==> src/rtl/ipu_pkg.sv <==
package ipu_pkg;
  typedef enum logic [2:0] {
    OP_NONE     = 3'd0,
    OP_SET_CUR  = 3'd1,
    OP_SET_SW   = 3'd2,
    OP_ACCEPT   = 3'd3,
    OP_DONE     = 3'd4,
    OP_PEEK     = 3'd5
  } ipu_op_e;
endpackage

==> src/rtl/ipu_prio_gate.sv <==
// Decides whether a candidate priority may take the presentation slot:
// it must beat the ceiling and must not lose to a pending entry.
module ipu_prio_gate #(
  parameter int PRIO_W = 8
) (
  input  logic [PRIO_W-1:0] cand_prio,
  input  logic [PRIO_W-1:0] ceiling,
  input  logic              busy,
  input  logic [PRIO_W-1:0] held_prio,
  output logic              win
);
  logic beats_ceiling;
  logic held_keeps;
  always_comb begin
    beats_ceiling = cand_prio < ceiling;
    held_keeps    = busy && (held_prio <= cand_prio);
    win           = beats_ceiling && !held_keeps;
  end
endmodule

==> src/rtl/intr_present_unit.sv <==
module intr_present_unit
  import ipu_pkg::*;
#(
  parameter int PRIO_W  = 8,
  parameter int SRC_W   = 24,
  parameter int IPI_SRC = 2
) (
  input  logic                      clk,
  input  logic                      rst,
  input  logic                      offer_vld,
  input  logic [SRC_W-1:0]          offer_src,
  input  logic [PRIO_W-1:0]         offer_prio,
  input  logic [2:0]                op_code,
  input  logic [PRIO_W+SRC_W-1:0]   op_data,
  output logic                      irq_out,
  output logic                      rsp_vld,
  output logic [PRIO_W+SRC_W-1:0]   rsp_word,
  output logic [PRIO_W-1:0]         rsp_ipi,
  output logic                      rej_vld,
  output logic [SRC_W-1:0]          rej_src,
  output logic                      resend_req,
  output logic                      eoi_vld,
  output logic [SRC_W-1:0]          eoi_src
);
  localparam int WORD_W = PRIO_W + SRC_W;
  localparam logic [SRC_W-1:0]  IPI_ID   = SRC_W'(IPI_SRC);
  localparam logic [PRIO_W-1:0] PRIO_OFF = {PRIO_W{1'b1}};

  ipu_op_e op;
  assign op = ipu_op_e'(op_code);

  // architectural state
  logic [PRIO_W-1:0] cur_q, held_q, sw_q;
  logic [SRC_W-1:0]  src_q;
  logic              line_q;
  // next-state
  logic [PRIO_W-1:0] cur_d, held_d, sw_d;
  logic [SRC_W-1:0]  src_d;
  logic              line_d;
  // registered outputs, next values
  logic              rsp_vld_d, rej_vld_d, resend_d, eoi_vld_d;
  logic [WORD_W-1:0] rsp_word_d;
  logic [PRIO_W-1:0] rsp_ipi_d;
  logic [SRC_W-1:0]  rej_src_d, eoi_src_d;

  logic              busy;
  logic [PRIO_W-1:0] arg_prio, arg_top;
  logic [PRIO_W-1:0] sw_cand, sw_ceiling;
  logic              sw_win, offer_win, offer_live;

  assign busy     = src_q != '0;
  assign arg_prio = op_data[PRIO_W-1:0];
  assign arg_top  = op_data[WORD_W-1 -: PRIO_W];
  assign offer_live = offer_vld && (op == OP_NONE)
                      && (offer_src != '0) && (offer_src != IPI_ID);

  // software interrupt check inputs: the candidate and the ceiling it
  // must beat depend on which operation invokes the check
  always_comb begin
    sw_cand    = sw_q;
    sw_ceiling = cur_q;
    case (op)
      OP_SET_SW:  sw_cand    = arg_prio;
      OP_SET_CUR: sw_ceiling = arg_prio;
      OP_DONE:    sw_ceiling = arg_top;
      default: ;
    endcase
  end

  ipu_prio_gate #(.PRIO_W(PRIO_W)) u_sw_gate (
    .cand_prio(sw_cand), .ceiling(sw_ceiling), .busy(busy),
    .held_prio(held_q), .win(sw_win)
  );

  ipu_prio_gate #(.PRIO_W(PRIO_W)) u_offer_gate (
    .cand_prio(offer_prio), .ceiling(cur_q), .busy(busy),
    .held_prio(held_q), .win(offer_win)
  );

  always_comb begin
    cur_d      = cur_q;
    held_d     = held_q;
    sw_d       = sw_q;
    src_d      = src_q;
    line_d     = line_q;
    rsp_vld_d  = 1'b0;
    rsp_word_d = rsp_word;
    rsp_ipi_d  = rsp_ipi;
    rej_vld_d  = 1'b0;
    rej_src_d  = '0;
    resend_d   = 1'b0;
    eoi_vld_d  = 1'b0;
    eoi_src_d  = '0;
    case (op)
      OP_SET_CUR: begin
        cur_d = arg_prio;
        if (arg_prio < cur_q) begin
          if (busy && (arg_prio <= held_q)) begin
            src_d  = '0;
            held_d = PRIO_OFF;
            line_d = 1'b0;
            if (src_q != IPI_ID) begin
              rej_vld_d = 1'b1;
              rej_src_d = src_q;
            end
          end
        end else if (!busy) begin
          resend_d = 1'b1;
          if (sw_win) begin
            src_d  = IPI_ID;
            held_d = sw_q;
            line_d = 1'b1;
          end
        end
      end
      OP_SET_SW: begin
        sw_d = arg_prio;
        if (sw_win) begin
          if (busy && (src_q != IPI_ID)) begin
            rej_vld_d = 1'b1;
            rej_src_d = src_q;
          end
          src_d  = IPI_ID;
          held_d = arg_prio;
          line_d = 1'b1;
        end
      end
      OP_ACCEPT: begin
        rsp_vld_d  = 1'b1;
        rsp_word_d = {cur_q, src_q};
        rsp_ipi_d  = sw_q;
        cur_d      = held_q;
        src_d      = '0;
        held_d     = PRIO_OFF;
        line_d     = 1'b0;
      end
      OP_DONE: begin
        cur_d     = arg_top;
        eoi_vld_d = 1'b1;
        eoi_src_d = op_data[SRC_W-1:0];
        if (!busy) begin
          resend_d = 1'b1;
          if (sw_win) begin
            src_d  = IPI_ID;
            held_d = sw_q;
            line_d = 1'b1;
          end
        end
      end
      OP_PEEK: begin
        rsp_vld_d  = 1'b1;
        rsp_word_d = {cur_q, src_q};
        rsp_ipi_d  = sw_q;
      end
      default: begin
        if (offer_live) begin
          if (offer_win) begin
            if (busy && (src_q != IPI_ID)) begin
              rej_vld_d = 1'b1;
              rej_src_d = src_q;
            end
            src_d  = offer_src;
            held_d = offer_prio;
            line_d = 1'b1;
          end else begin
            rej_vld_d = 1'b1;
            rej_src_d = offer_src;
          end
        end
      end
    endcase
  end

  always_ff @(posedge clk) begin
    if (rst) begin
      cur_q      <= '0;
      src_q      <= '0;
      held_q     <= PRIO_OFF;
      sw_q       <= PRIO_OFF;
      line_q     <= 1'b0;
      rsp_vld    <= 1'b0;
      rsp_word   <= '0;
      rsp_ipi    <= '0;
      rej_vld    <= 1'b0;
      rej_src    <= '0;
      resend_req <= 1'b0;
      eoi_vld    <= 1'b0;
      eoi_src    <= '0;
    end else begin
      cur_q      <= cur_d;
      src_q      <= src_d;
      held_q     <= held_d;
      sw_q       <= sw_d;
      line_q     <= line_d;
      rsp_vld    <= rsp_vld_d;
      rsp_word   <= rsp_word_d;
      rsp_ipi    <= rsp_ipi_d;
      rej_vld    <= rej_vld_d;
      rej_src    <= rej_src_d;
      resend_req <= resend_d;
      eoi_vld    <= eoi_vld_d;
      eoi_src    <= eoi_src_d;
    end
  end

  assign irq_out = line_q;

  // state right after a reset cycle
  assert_reset_state_R1: assert property (@(posedge clk) disable iff (rst)
    $past(rst) |-> (cur_q == '0 && src_q == '0 && held_q == PRIO_OFF
                    && sw_q == PRIO_OFF && !irq_out));

  // line follows the source field
  assert_line_tracks_src_R11: assert property (@(posedge clk) disable iff (rst)
    irq_out == (src_q != '0));

  // reserved numbers never go back to the source unit
  assert_no_reserved_reject_R3: assert property (@(posedge clk) disable iff (rst)
    rej_vld |-> (rej_src != IPI_ID && rej_src != '0));

  // idle slot always carries the off priority
  assert_idle_held_off_R4: assert property (@(posedge clk) disable iff (rst)
    (src_q == '0) |-> (held_q == PRIO_OFF));

  // EOI pulse echoes the end-of-service argument
  assert_eoi_echo_R8: assert property (@(posedge clk) disable iff (rst)
    eoi_vld |-> ($past(op_code) == OP_DONE
                 && eoi_src == $past(op_data[SRC_W-1:0])));

  // poll leaves state untouched
  assert_poll_silent_R9: assert property (@(posedge clk) disable iff (rst)
    (op_code == OP_PEEK) |=> ($stable(cur_q) && $stable(src_q)
                              && $stable(held_q) && $stable(sw_q)));
endmodule

==> config.mk <==
export PLATFORM = sky130hd
export DESIGN_NAME = intr_present_unit
export DESIGN_NICKNAME = d
export VERILOG_FILES = /design/src/rtl/ipu_pkg.sv /design/src/rtl/ipu_prio_gate.sv /design/src/rtl/intr_present_unit.sv
export SDC_FILE = /design/constraint.sdc
export NUM_CORES = 1
export LEC_CHECK = 0
export BUFFER_PORTS_ARGS = -buffer_cell sky130_fd_sc_hd__buf_2
export CAP_MARGIN = 15
export CORE_MARGIN = 1
export CORE_UTILIZATION = 48
export CTS_BUF_LIST = sky130_fd_sc_hd__clkbuf_16
export DETAILED_ROUTE_END_ITERATION = 6
export GPL_TIMING_DRIVEN = 0
export PLACE_DENSITY_LB_ADDON = 0.12
export SLEW_MARGIN = 20
export SYNTH_ARGS = -nofsm -noshare
export SYNTH_HDL_FRONTEND = slang
export SYNTH_HIERARCHICAL = 1
export SYNTH_SLANG_ARGS = --single-unit
==> constraint.sdc <==
create_clock -name clk -period 3.59 [get_ports clk]
set_clock_uncertainty 0.15 [all_clocks]
set_input_delay 0.1795 -clock clk [delete_from_list [all_inputs] [get_ports clk]]
set_output_delay 0.1795 -clock clk [all_outputs]
set_load 0.005 [all_outputs]
==> summary.txt <==
Post-Syn Area: 6440 sq um
Share of cells above drive strength 1: 27.1%
Synth cell types: 56
Run status: completed
Pwr/cell area: 469 nW/um^2
Met2 Track Usage GR: 48.6%
Leakage: 4.11 nW
Initial Util: 50.2%
Initial antenna violation count: 0
Final ANT Viol Nets: 0
WL per Instance: 18.5 um
Worst-Margin Slew: 1.03 ns
Vias in the first global route: 6139
Initial DRC count: 509
Startpoint Class: flip-flop
Clk root buf: clkbuf_16
I/O Pins: 163
Synthesized net count: 847
Die footprint: 13900 sq um
Crit end category: flip-flop
GRT Max-Usage Layer: met2
Dpl cells: 1065
Multi-input logic area: 3340 sq um
Pre-antenna DRT Iters: 5
Vias/cell: 5.59
Clock sinks: 141
GRT met1 Usage: 41.1%
Finished Cell Area: 8740 sq um
Worst IR drop on VDD: 350 uV
EDFF count, synth: 0
Gr ovfl total: 0
# port buffers: 162
Row cnt: 41
Primary FF master, synth: dfxtp_1
Worst-Skew Late Latency: 0.42 ns
Total GRT Usage: 30.7%
Final nets: 1087
Grt met3 use: 7.32%
Fin Setup TNS: 0 ns
Synthesized flop and latch total: 141
Final Hold Viols: 0
Number of CTS-inserted buffers: 17
Asr flop ratio synth: 0%
Minimum clock period: 3.43 ns
Cells after Synth: 731
Max Fclk: 291 MHz
Largest net degree at the start of global routing: 17
Core ar.: 12800 sq um
Critical Path AT: 3.59 ns
Register area: 2820 sq um
DRC: 0
Final hold slack: 0.0243 ns
# diodes: 0
Dpl hpwl: 15200 um
Maximum Capacitance Violations: 0
Die H: 118 um
Worst Path Required: 3.74 ns
Worst slew margin: 31.0%
DR vias: 6460
Final weighted congestion in routability-driven placement: 0.914
Period utilization: 95.6%
Sequential fraction of the synthesis area: 43.9%
Placed instance area: 7460 sq um
CTS tree: yes
Max Transition Viols Final: 0
Die X: 118 um
Max clock buf depth: 2
Util after Layout: 68.1%
H-tree depth: 4
Area grow syn2layout: 35.7%
Setup-failing EPs final: 0
Crit path max fanout: 10
Worst-path clk slew: 0.06 ns
Global-route wire length before repair: 32800 um
Wirelength, routed: 21400 um
Post-route insts no fill: 1156
Worst setup path class: reg2reg
Yosys warning count: 6
Fillers: 1071
Worst min path class: in2reg
Syn_area_per_cell: 8.80 sq um
## logic make-up (layout without fill, tap and decap cells)
group,after synthesis,in the layout,share of synthesized area (%)
fa+ha+maj,46,46,8.94
xor+xnor,1,1,0.136
flops,141,141,43.9
simple gates,254,254,19.2
compound gates,201,201,21.8
buf+inv,87,340,5.87
mux,1,1,0.156
## registers in the layout, summed over array words and instances, names as in the netlist, 8 cells and up
register	count
rsp_word	32
eoi_src	24
rej_src	24
src_q	24
cur_q	8
held_q	8
rsp_ipi	8
sw_q	8
## report_power, final
part | switching [mW] | internal, mW | total [mW] | leakage (nW)
combinational | 0.405 | 0.332 | 0.736 | 2.69
clock | 0.649 | 1.00 | 1.65 | 0.271
sequential | 0.0755 | 1.63 | 1.71 | 1.15
## cell type report
class,instances,area share [%]
Multi-Input combinational cell,503,38.3
Timing Repair Buffer,222,15.9
Inverter,52,2.26
Clock inverter,15,1.52
Sequential cell,141,32.3
Buffer,34,2.41
Tap cell,172,2.46
Clock buffer,17,4.87
## cells in the final DEF (no fill, tap or decap), drive strengths merged, types with 4 or more instances in the layout
cell type    instances
a2111oi              4
a21o                10
a21oi               73
a221o               10
a22o                47
a22oi               10
a31oi                4
and2                26
and3                10
buf                180
clkbuf              43
clkinv               8
dfxtp              141
dlygate4sd3         50
ha                  46
inv                 54
nand2              129
nand2b               4
nand3               11
nand4                8
nor2                19
nor2b                4
nor3                 7
nor4                10
o211ai               6
o21ai               20
or2                 18
## metrics by stage
stage / total power [mW] / setup WS (ns)
2_1_floorplan: 2.11 / 0.0554
3_3_place_gp: 2.34 / -1.19
3_5_place_dp: 2.36 / -1.12
4_1_cts: 4.07 / 0.0204
5_1_grt: 4.28 / -0.0202
6_report: 4.10 / 0.156
## final timing paths
check,slack (ns),cells after the start,startpoint,to
max,0.16,16,src_q[5],src_q[18]
max reg2reg,0.16,16,src_q[5],src_q[18]
min,0.02,4,offer_prio[3],held_q[3]
min reg2reg,0.30,2,rsp_word[10],rsp_word[10]
## cells in the mapped netlist (3+ instances only)
library cell / instances / share of area [%]
nand3_1: 10 / 0.78
nor3_1: 7 / 0.54
and2_1: 24 / 2.3
a221o_2: 7 / 1.2
a211oi_1: 3 / 0.35
clkbuf_1: 26 / 1.5
o21ai_0: 18 / 1.4
ha_1: 46 / 8.9
a22o_1: 45 / 6.1
dfxtp_1: 141 / 44
nor2_1: 17 / 0.99
nor2b_1: 4 / 0.39
nand2b_1: 4 / 0.39
a21oi_1: 72 / 5.6
buf_6: 5 / 0.87
and3_1: 8 / 0.78
a31oi_1: 4 / 0.39
a22oi_1: 10 / 1.2
or2_2: 18 / 1.7
o21bai_1: 3 / 0.35
nand4_1: 8 / 0.78
buf_2: 3 / 0.23
nand2_1: 129 / 7.5
nor4_1: 10 / 0.97
a221o_1: 3 / 0.47
o211ai_1: 6 / 0.70
a21o_1: 10 / 1.2
inv_1: 51 / 3.0
## worst max-delay path, stage by stage, from the launching register on
cell and delay, ns:
dfxtp_1 0.34, or4_1 0.58, nor2_4 0.19, nand3_4 0.13, inv_1 0.12, nor3_1 0.06
nor2_1 0.08, o21ai_0 0.11, nor3_2 0.18, buf_4 0.16, o211ai_1 0.14, a31oi_2 0.24
and3_4 0.22, buf_6 0.16, a21oi_4 0.10, buf_6 0.17, a22o_1 0.19
## layer usage
layer	wire, um	up-vias	part of all wire, %
met5	0	-	0
met2	9790	295	46
met1	9340	3076	44
met4	387	0	1.8
met3	1840	33	8.6
li1	-	3056	-
## timing repair
| item | 4_1_cts | 5_1_grt |
|---|---|---|
| hold buffers | 50 | 0 |
| setup endpoints to repair | 57 | 56 |
| gates resized for setup | 24 | 17 |
| buffers inserted | 6 | 4 |
| pin swaps | 3 | 5 |
| hold endpoints to repair | 73 | 0 |
(Power assumes the default switching activity.)
